**src/rtl/osa_pkg.sv**
```systemverilog
package osa_pkg;
   typedef enum logic [1:0] {
      ST_IDLE  = 2'd0,
      ST_LOAD  = 2'd1,
      ST_RUN   = 2'd2,
      ST_DRAIN = 2'd3
   } osa_state_e;
endpackage

```
**src/rtl/osa_pe.sv**
```systemverilog
// One element: holds an activation slot in the shift chain and a local accumulator.
module osa_pe #(
   parameter int DATA_W = 8,
   parameter int ACC_W  = 20
) (
   input  logic                     clk,
   input  logic                     rst_n,
   input  logic                     clr,
   input  logic                     shift,
   input  logic                     mac_en,
   input  logic signed [DATA_W-1:0] wt,
   input  logic signed [DATA_W-1:0] act_in,
   output logic signed [DATA_W-1:0] act_q,
   output logic signed [ACC_W-1:0]  acc_q
);
   localparam int PROD_W = 2 * DATA_W;

   logic signed [PROD_W-1:0] prod;
   logic signed [ACC_W-1:0]  prod_ext;

   always_comb begin
      prod     = wt * act_q;
      prod_ext = ACC_W'(prod);
   end

   always_ff @(posedge clk or negedge rst_n) begin
      if (!rst_n) begin
         acc_q <= '0;
         act_q <= '0;
      end else begin
         if (clr)
            acc_q <= '0;
         else if (mac_en)
            acc_q <= acc_q + prod_ext;
         if (shift)
            act_q <= act_in;
      end
   end
endmodule

```
**src/rtl/osa_ctrl.sv**
```systemverilog
// Sequencer: preload count, tap count, done strobe and drain index.
module osa_ctrl
   import osa_pkg::*;
#(
   parameter int N_PE      = 8,
   parameter int MAX_TAPS  = 64,
   parameter bit HAS_DRAIN = 1'b1,
   localparam int TAP_W    = $clog2(MAX_TAPS + 1),
   localparam int IDX_W    = $clog2(N_PE)
) (
   input  logic             clk,
   input  logic             rst_n,
   input  logic             start,
   input  logic [TAP_W-1:0] taps,
   input  logic             in_valid,
   output logic             busy,
   output logic             clr,
   output logic             shift,
   output logic             mac_en,
   output logic             done,
   output logic             drain_valid,
   output logic [IDX_W-1:0] drain_idx
);
   osa_state_e       state;
   logic [IDX_W-1:0] load_cnt;
   logic [TAP_W-1:0] tap_cnt;
   logic [TAP_W-1:0] taps_q;
   logic             accept;
   logic             last_tap;

   always_comb begin
      accept      = (state == ST_IDLE) && start && (taps != '0);
      clr         = accept;
      shift       = in_valid && ((state == ST_LOAD) || (state == ST_RUN));
      mac_en      = in_valid && (state == ST_RUN);
      last_tap    = (tap_cnt == taps_q - TAP_W'(1));
      busy        = (state != ST_IDLE);
      drain_valid = (state == ST_DRAIN);
   end

   always_ff @(posedge clk or negedge rst_n) begin
      if (!rst_n) begin
         state     <= ST_IDLE;
         load_cnt  <= '0;
         tap_cnt   <= '0;
         taps_q    <= '0;
         drain_idx <= '0;
         done      <= 1'b0;
      end else begin
         done <= 1'b0;
         unique case (state)
            ST_IDLE: begin
               if (accept) begin
                  state    <= ST_LOAD;
                  taps_q   <= taps;
                  load_cnt <= '0;
                  tap_cnt  <= '0;
               end
            end
            ST_LOAD: begin
               if (in_valid) begin
                  if (load_cnt == IDX_W'(N_PE - 1))
                     state <= ST_RUN;
                  else
                     load_cnt <= load_cnt + IDX_W'(1);
               end
            end
            ST_RUN: begin
               if (in_valid) begin
                  if (last_tap) begin
                     done      <= 1'b1;
                     drain_idx <= '0;
                     state     <= HAS_DRAIN ? ST_DRAIN : ST_IDLE;
                  end else begin
                     tap_cnt <= tap_cnt + TAP_W'(1);
                  end
               end
            end
            ST_DRAIN: begin
               if (drain_idx == IDX_W'(N_PE - 1))
                  state <= ST_IDLE;
               else
                  drain_idx <= drain_idx + IDX_W'(1);
            end
            default: state <= ST_IDLE;
         endcase
      end
   end
endmodule

```
**src/rtl/osa_rdmux.sv**
```systemverilog
// Selects one accumulator from the flattened result bus.
module osa_rdmux #(
   parameter int N_PE  = 8,
   parameter int ACC_W = 20,
   localparam int IDX_W = $clog2(N_PE)
) (
   input  logic [N_PE*ACC_W-1:0] flat,
   input  logic [IDX_W-1:0]      idx,
   output logic [ACC_W-1:0]      data
);
   always_comb data = flat[idx*ACC_W +: ACC_W];
endmodule

```
**src/rtl/osa_array.sv**
```systemverilog
module osa_array #(
   parameter int N_PE        = 8,
   parameter int DATA_W      = 8,
   parameter int ACC_W       = 20,
   parameter int MAX_TAPS    = 64,
   parameter bit SERIAL_READ = 1'b1,
   localparam int TAP_W      = $clog2(MAX_TAPS + 1),
   localparam int IDX_W      = $clog2(N_PE)
) (
   input  logic                     clk,
   input  logic                     rst_n,
   input  logic                     start,
   input  logic [TAP_W-1:0]         taps,
   input  logic                     in_valid,
   input  logic signed [DATA_W-1:0] in_wt,
   input  logic signed [DATA_W-1:0] in_act,
   output logic                     busy,
   output logic                     done,
   output logic [N_PE*ACC_W-1:0]    res_flat,
   output logic                     rd_valid,
   output logic [IDX_W-1:0]         rd_idx,
   output logic [ACC_W-1:0]         rd_data
);
   if (N_PE < 2) begin : g_bad_npe
      $error("osa_array: N_PE must be at least 2");
   end
   if (ACC_W < 2 * DATA_W) begin : g_bad_accw
      $error("osa_array: ACC_W must hold a full product");
   end
   if (MAX_TAPS < 1) begin : g_bad_taps
      $error("osa_array: MAX_TAPS must be positive");
   end

   logic clr, shift, mac_en, drain_valid;
   logic [IDX_W-1:0] drain_idx;
   logic signed [DATA_W-1:0] act_chain [N_PE];
   logic signed [ACC_W-1:0]  acc      [N_PE];

   osa_ctrl #(
      .N_PE      (N_PE),
      .MAX_TAPS  (MAX_TAPS),
      .HAS_DRAIN (SERIAL_READ)
   ) u_ctrl (
      .clk         (clk),
      .rst_n       (rst_n),
      .start       (start),
      .taps        (taps),
      .in_valid    (in_valid),
      .busy        (busy),
      .clr         (clr),
      .shift       (shift),
      .mac_en      (mac_en),
      .done        (done),
      .drain_valid (drain_valid),
      .drain_idx   (drain_idx)
   );

   for (genvar i = 0; i < N_PE; i++) begin : g_pe
      logic signed [DATA_W-1:0] feed;
      if (i == N_PE - 1) begin : g_top
         assign feed = in_act;
      end else begin : g_link
         assign feed = act_chain[i+1];
      end

      osa_pe #(
         .DATA_W (DATA_W),
         .ACC_W  (ACC_W)
      ) u_pe (
         .clk    (clk),
         .rst_n  (rst_n),
         .clr    (clr),
         .shift  (shift),
         .mac_en (mac_en),
         .wt     (in_wt),
         .act_in (feed),
         .act_q  (act_chain[i]),
         .acc_q  (acc[i])
      );

      assign res_flat[i*ACC_W +: ACC_W] = acc[i];
   end

   if (SERIAL_READ) begin : g_serial
      osa_rdmux #(
         .N_PE  (N_PE),
         .ACC_W (ACC_W)
      ) u_rdmux (
         .flat (res_flat),
         .idx  (drain_idx),
         .data (rd_data)
      );
      assign rd_valid = drain_valid;
      assign rd_idx   = drain_idx;
   end else begin : g_parallel
      assign rd_valid = 1'b0;
      assign rd_idx   = '0;
      assign rd_data  = '0;
   end
endmodule

```
**config.mk**
```make
export PLATFORM = sky130hd
export DESIGN_NAME = osa_array
export DESIGN_NICKNAME = d
export VERILOG_FILES = /design/src/rtl/osa_pkg.sv /design/src/rtl/osa_pe.sv /design/src/rtl/osa_ctrl.sv /design/src/rtl/osa_rdmux.sv /design/src/rtl/osa_array.sv
export SDC_FILE = /design/constraint.sdc
export NUM_CORES = 2
export LEC_CHECK = 0
export BUFFER_PORTS_ARGS = -buffer_cell sky130_fd_sc_hd__buf_2
export CAP_MARGIN = 25
export CORE_UTILIZATION = 47
export DETAILED_ROUTE_END_ITERATION = 10
export GPL_ROUTABILITY_DRIVEN = 0
export PLACE_DENSITY_LB_ADDON = 0.3
export SYNTH_ARGS = -nofsm -noshare
export SYNTH_HDL_FRONTEND = slang
export SYNTH_HIERARCHICAL = 1
export SYNTH_SLANG_ARGS = --single-unit
```
**constraint.sdc**
```tcl
create_clock -name clk -period 5.05 [get_ports clk]
set_clock_uncertainty 0.05 [all_clocks]
set_input_delay 0.7575 -clock clk [delete_from_list [all_inputs] [get_ports clk]]
set_output_delay 0.7575 -clock clk [all_outputs]
set_load 0.01 [all_outputs]
```
# After elaboration in Yosys (flattened, before gate mapping)
# Index checks and enable logic that the tools add are counted.
[op_classes]
div_mod_pow = 0
order_cmp = 0
eq_ne = 15
reduce_logical = 17
n_mux = 38
n_addsub = 12
shifts = 1
n_mul = 9
n_bitwise = 0
[op_table]
columns = ["op", "count"]
rows = [
  ["20-bit two-way mux", 16],
  ["20-bit by 16-bit adder with 20-bit output", 8],
  ["160-bit by 9-bit indexed part select with 20-bit output", 1],
  ["8-bit by 8-bit multiplier with 16-bit output", 8],
  ["7-bit two-way mux", 3],
  ["3-bit two-way mux", 6],
  ["2-bit inequality test (second input constant)", 7],
  ["7-bit one-hot mux with 2 select lines", 1],
  ["2-bit two-way mux", 6],
  ["3-bit one-hot mux with 2 select lines", 2],
  ["4-bit AND reduction", 3],
  ["2-bit nonzero test", 5],
  ["2-bit one-hot mux with 4 select lines", 1],
  ["7-bit by 1-bit adder with 7-bit output (second input constant)", 1],
  ["7-bit equality test", 1],
  ["7-bit nonzero test", 1],
  ["7-bit by 1-bit subtractor with 7-bit output (second input constant)", 1],
  ["3-bit by 1-bit adder with 3-bit output (second input constant)", 2],
  ["3-bit equality test (second input constant)", 2],
  ["3-bit by 3-bit multiplier with 6-bit output (second input constant)", 1],
  ["6-bit AND reduction", 1],
  ["2-bit equality test (second input constant)", 2],
  ["1-bit logical AND", 4],
  ["2-bit by 1-bit inequality test with 1-bit output (second input constant)", 2],
  ["5 further kinds", 7],
]
[totals]
input_bits = 27
elab_cells = 114
ramBits = 0
romBits = 0
latch_bits = 0
out_inout_bits = 186
ff_bits = 247
n_memories = 0

# Logic depth before layout (Yosys ltp)
[depth]
depth_word = 5
depth_mapped = 19
ltp_nobuf = 18

# By module
# Netlist, hierarchy kept.
[by_module_without_submodules]
columns = ["mod", "cells_per_inst", "area_each_um2", "n_inst", "seq_area_each_um2"]
rows = [
  ["osa_pe (g_pe[2].u_pe ...)", 475, 4742.0, 4, 700.7],
  ["osa_pe (g_pe[0].u_pe ...)", 467, 4729.5, 2, 700.7],
  ["osa_pe (g_pe[6].u_pe)", 478, 4738.3, 1, 700.7],
  ["osa_pe (g_pe[7].u_pe)", 475, 4723.3, 1, 700.7],
  ["osa_ctrl", 164, 1547.7, 1, 575.6],
  ["osa_rdmux", 71, 1348.8, 1, 0.0],
]

# Worst setup path after synthesis
# Ideal clock, no wire load.
[synth_timing]
kind = "input port to flip-flop"
start = "in in_wt[7]"
end = "reg g_pe[2].u_pe.acc_q[18]"
n_path_buf = 0
slack_ps = -429
stages = 15
setup_ps = 126
required_time_ps = 4874
t_arrival_ps = 5303
cell_sequence = "and2_1 -> inv_1 -> fa_1 -> inv_1 -> fa_1 -> fa_1 -> fa_1 -> fa_1 -> ha_1 -> o21a_1 -> o31a_1 -> o21ai_2 -> a31oi_2 -> o2111a_1 -> a221o_1"
[synth_via]
elab_chain_cells = 4
[synth_lines]
columns = ["item", "line", "source"]
rows = [
  ["start, declared", "osa_array.sv:15", "input logic signed [DATA_W-1:0] in_wt,"],
  ["8-bit by 8-bit multiplier with 16-bit output", "osa_pe.sv:22", "prod = wt * act_q;"],
  ["20-bit by 16-bit adder with 20-bit output", "osa_pe.sv:34", "acc_q <= acc_q + prod_ext;"],
  ["20-bit two-way mux", "osa_pe.sv:33", "else if (mac_en)"],
  ["20-bit two-way mux", "osa_pe.sv:31", "if (clr)"],
  ["end signal, assigned", "osa_pe.sv:34", ""],
  ["end, declared", "osa_pe.sv:14", "output logic signed [ACC_W-1:0] acc_q"],
]
# No other way between the ends. The select of a mux whose other input is x is not followed.
# A chain may end at the register's enable or synchronous reset.

# Worst setup path after layout
[layout_timing]
start = "in in_wt[4]"
end = "reg g_pe[5].u_pe.acc_q[18]"
[layout_via]
elab_chain_cells = 4
[layout_lines]
columns = ["item", "line"]
rows = [
  ["8-bit by 8-bit multiplier with 16-bit output", "osa_pe.sv:22"],
  ["20-bit by 16-bit adder with 20-bit output", "osa_pe.sv:34"],
  ["20-bit two-way mux", "osa_pe.sv:33"],
  ["20-bit two-way mux", "osa_pe.sv:31"],
  ["end signal, assigned", "osa_pe.sv:34"],
  ["end, declared", "osa_pe.sv:14"],
]
# No other way between the ends. The select of a mux whose other input is x is not followed.

==> reports/summary.txt <==
CTS tree = built
Compound-Gate Fraction of Synth Area = 0.0946
Fmax = 200 MHz
GRT Overall Usage = 0.281
Slew at the pin closest to its max-slew limit = 1.07 ns
Die area = 88,000 µm²
Clk sinks = 247
DRC viols = 0
Status = complete, no violations
Max clock buf depth = 3
Worst path most repeated cell = fa_1
Synthesized flop and latch total = 247
RSZ-0062 raised after global routing = true
Startpoint Class = primary input
Adder-cell share of the synthesized area = 0.462
Syn_area_per_cell = 10.1 µm²
Crit end category = flop
Slew Limit Fails = 0
Vias = 32,500
Post-route ant nets = 0
H-tree lvl count = 2
Clock slew at reported path FFs = 0.06 ns
Initial Util = 0.477
Hold buffers post-CTS = 0
Worst hold path type = primary input to asynchronous set/reset pin
Final wirelength = 124 mm
Share of layout cells above drive strength 1 = 0.247
Filler cell count = 7,155
XOR/XNOR Fraction of Synth Area = 0.0255
GRT Residual Overflow = 0
First-pass GRT wire length = 190 mm
Drt pass-1 iters = 5
Io pins = 213
CP max stage cell = fa_1
Nets = 5,937
Most frequent cell after synthesis = inv_1
Final worst-path cycle share = 0.989
WS Path Type = primary input to flop
Slowest Stage Delay on Critical Path = 0.60 ns
Routed wire length per instance = 20.7 µm
Post-Syn Area = 40,800 µm²
Row cnt = 107
Top post-synthesis cells by area = fa_1 (35%), dfrtp_1 (15%), ha_1 (12%), inv_1 (7.5%), and2_1 (4.0%)
Pin count of the biggest net entering global routing = 94
Die W = 297 µm
Post-Synthesis Cells = 4,022
Area share of the largest cell type after synthesis = 0.346
Final HPWL DP = 98.3 mm
Worst EP required = 5.45 ns
Net Count, Synth = 5,131
Core area = 85,500 µm²
Worst-Skew Late Latency = 0.59 ns
Slew margin rel. = 0.290
Post-synthesis cell type count = 93
TNS Setup = 0 ns
Simple-gate portion of the synthesized area = 0.120
Syn. warnings = 6
Arrival @ worst endpoint = 5.39 ns
Register area share after synthesis = 0.152
Post-synth ARST share = 1.00
Final Non-Filler Cells = 6,001
Setup violations, final = 0
Vias in the first global route = 33,900
Synth Flop Type = dfrtp_1
Vias per cell = 5.41
Area grow syn2layout = 23.4%
CP Cell Sequence = buf_12 -> buf_12 -> buf_12 -> buf_6 -> nand2_2 -> fa_1 -> fa_1 -> inv_2 -> fa_1 -> fa_1 -> fa_1 -> ha_4 -> o21a_1 -> o31a_1 -> o21ai_2 -> a31oi_4 -> o2111a_1 -> a221o_1
Multiplexer area fraction after synthesis = 0.0629
Fin Hold WS = 0.101 ns
Synth top cells by count = inv_1 (814), fa_1 (704), ha_1 (378)
Cell taking the most area after synthesis = fa_1
CTS Root Cell = clkbuf_16
Initial drt markers = 1,981
Largest family of logic cells by synthesized area = adder cells
Final WS setup = 0.0543 ns
Critical path peak fanout = 8
CTS buffer count = 37
Place WS = -0.631 ns
Die Y = 297 µm
Post-synth EDFFs = 0
Port bufs = 212
# Max-Cap Violations = 0
Fin crit period = 5.00 ns
Initial antenna violation count = 13
Placed cell count = 5,884
Final hold vios = 0
==> registers in the layout, summed over array words and instances (netlist names) <==
register and count:
g_pe.u_pe/acc_q 160, g_pe.u_pe/act_q 64, u_ctrl/tap_cnt 7, u_ctrl/taps_q 7
u_ctrl/drain_idx 3, u_ctrl/load_cnt 3, u_ctrl/state 2, u_ctrl/done 1
==> cell type report <==
type                            instances  area [µm²]  area share
Clock inverter                         23         333     0.00661
Multi-Input combinational cell       2873       31800       0.632
Tap cell                             1144        1430      0.0284
Clock buffer                           44         992      0.0197
Inverter                              823        3110      0.0617
Antenna cell                            1        2.50   0.0000497
Timing Repair Buffer                  846        6420       0.128
Sequential cell                       247        6210       0.123
==> final timing paths <==
check / from / endpoint / slack, ns / cells past startpoint
min: rst_n / g_pe[2].u_pe/acc_q[19] / 0.10 / 1
min reg2reg: g_pe[7].u_pe/act_q[7] / g_pe[6].u_pe/act_q[7] / 0.49 / 2
max reg2reg: g_pe[7].u_pe/act_q[1] / g_pe[7].u_pe/acc_q[19] / 0.13 / 16
max in group asynchronous: rst_n / g_pe[0].u_pe/acc_q[4] / 3.69 / 2
max: in_wt[4] / g_pe[5].u_pe/acc_q[18] / 0.05 / 18
min in group clk: in_act[0] / g_pe[7].u_pe/act_q[0] / 0.37 / 2
==> stage by stage <==
stage / area [µm²] / utilization
after floorplan: 40800 / -
after global placement: 47700 / 0.557
after detailed placement: 47700 / 0.557
after CTS: 49000 / 0.573
after global routing: 50300 / 0.588
final: 50300 / 0.588
==> logic make-up (layout without fill, tap and decap cells) <==
| logic type | count (synthesis) | in the layout |
|---|---|---|
| adder cells (fa/ha/maj) | 1082 | 1082 |
| AND/OR/NAND/NOR | 973 | 973 |
| buffers and inverters | 902 | 1736 |
| AO/OA/AOI/OAI | 519 | 519 |
| flip-flops | 247 | 247 |
| multiplexers | 181 | 181 |
| XOR/XNOR | 118 | 118 |
| other | 0 | 1 |
==> critical path, delay by kind of cell <==
kind | cells | cell delay [ns]
buffers and inverters | 5 | 0.55
AOI/OAI and AO/OA | 6 | 1.11
adders and majority gates | 6 | 2.88
and+or+nand+nor | 1 | 0.04
==> metal layers <==
layer  GRT usage  vias to the layer above  share of wire
li1            -                    14600              -
met1       0.381                    16600           0.41
met2       0.447                     1074           0.46
met3      0.0538                      208          0.090
met4       0.108                        2          0.043
met5           0                        -        0.00014
==> cells in the final DEF (no fill, tap or decap), types with 23 or more instances in the layout <==
cell type	instances
mux2_2	82
o211ai_1	48
xnor2_1	77
nor2_1	205
a22o_1	23
a211oi_1	44
buf_4	589
and2_1	245
dfrtp_2	24
mux4_1	40
inv_1	807
mux2i_1	59
nand2_1	288
a21oi_1	85
xor2_1	40
o21ai_0	66
or3_1	24
ha_1	354
o21a_1	33
buf_2	204
a21o_1	23
fa_1	692
buf_12	27
nand3_1	45
dfrtp_1	223
nor3_1	28
clkbuf_16	47
==> what timing repair did <==
| action | in CTS | in global routing |
|---|---|---|
| setup buffers | 0 | 36 |
| endpoints found under the setup margin | 10 | 73 |
| pin swaps | 0 | 46 |
| gates cloned | 0 | 12 |
| resized for setup | 6 | 176 |
Power is left out: the tool's default activity adds up to more than one toggle a clock period on the data nets, which glitch-free logic cannot reach.
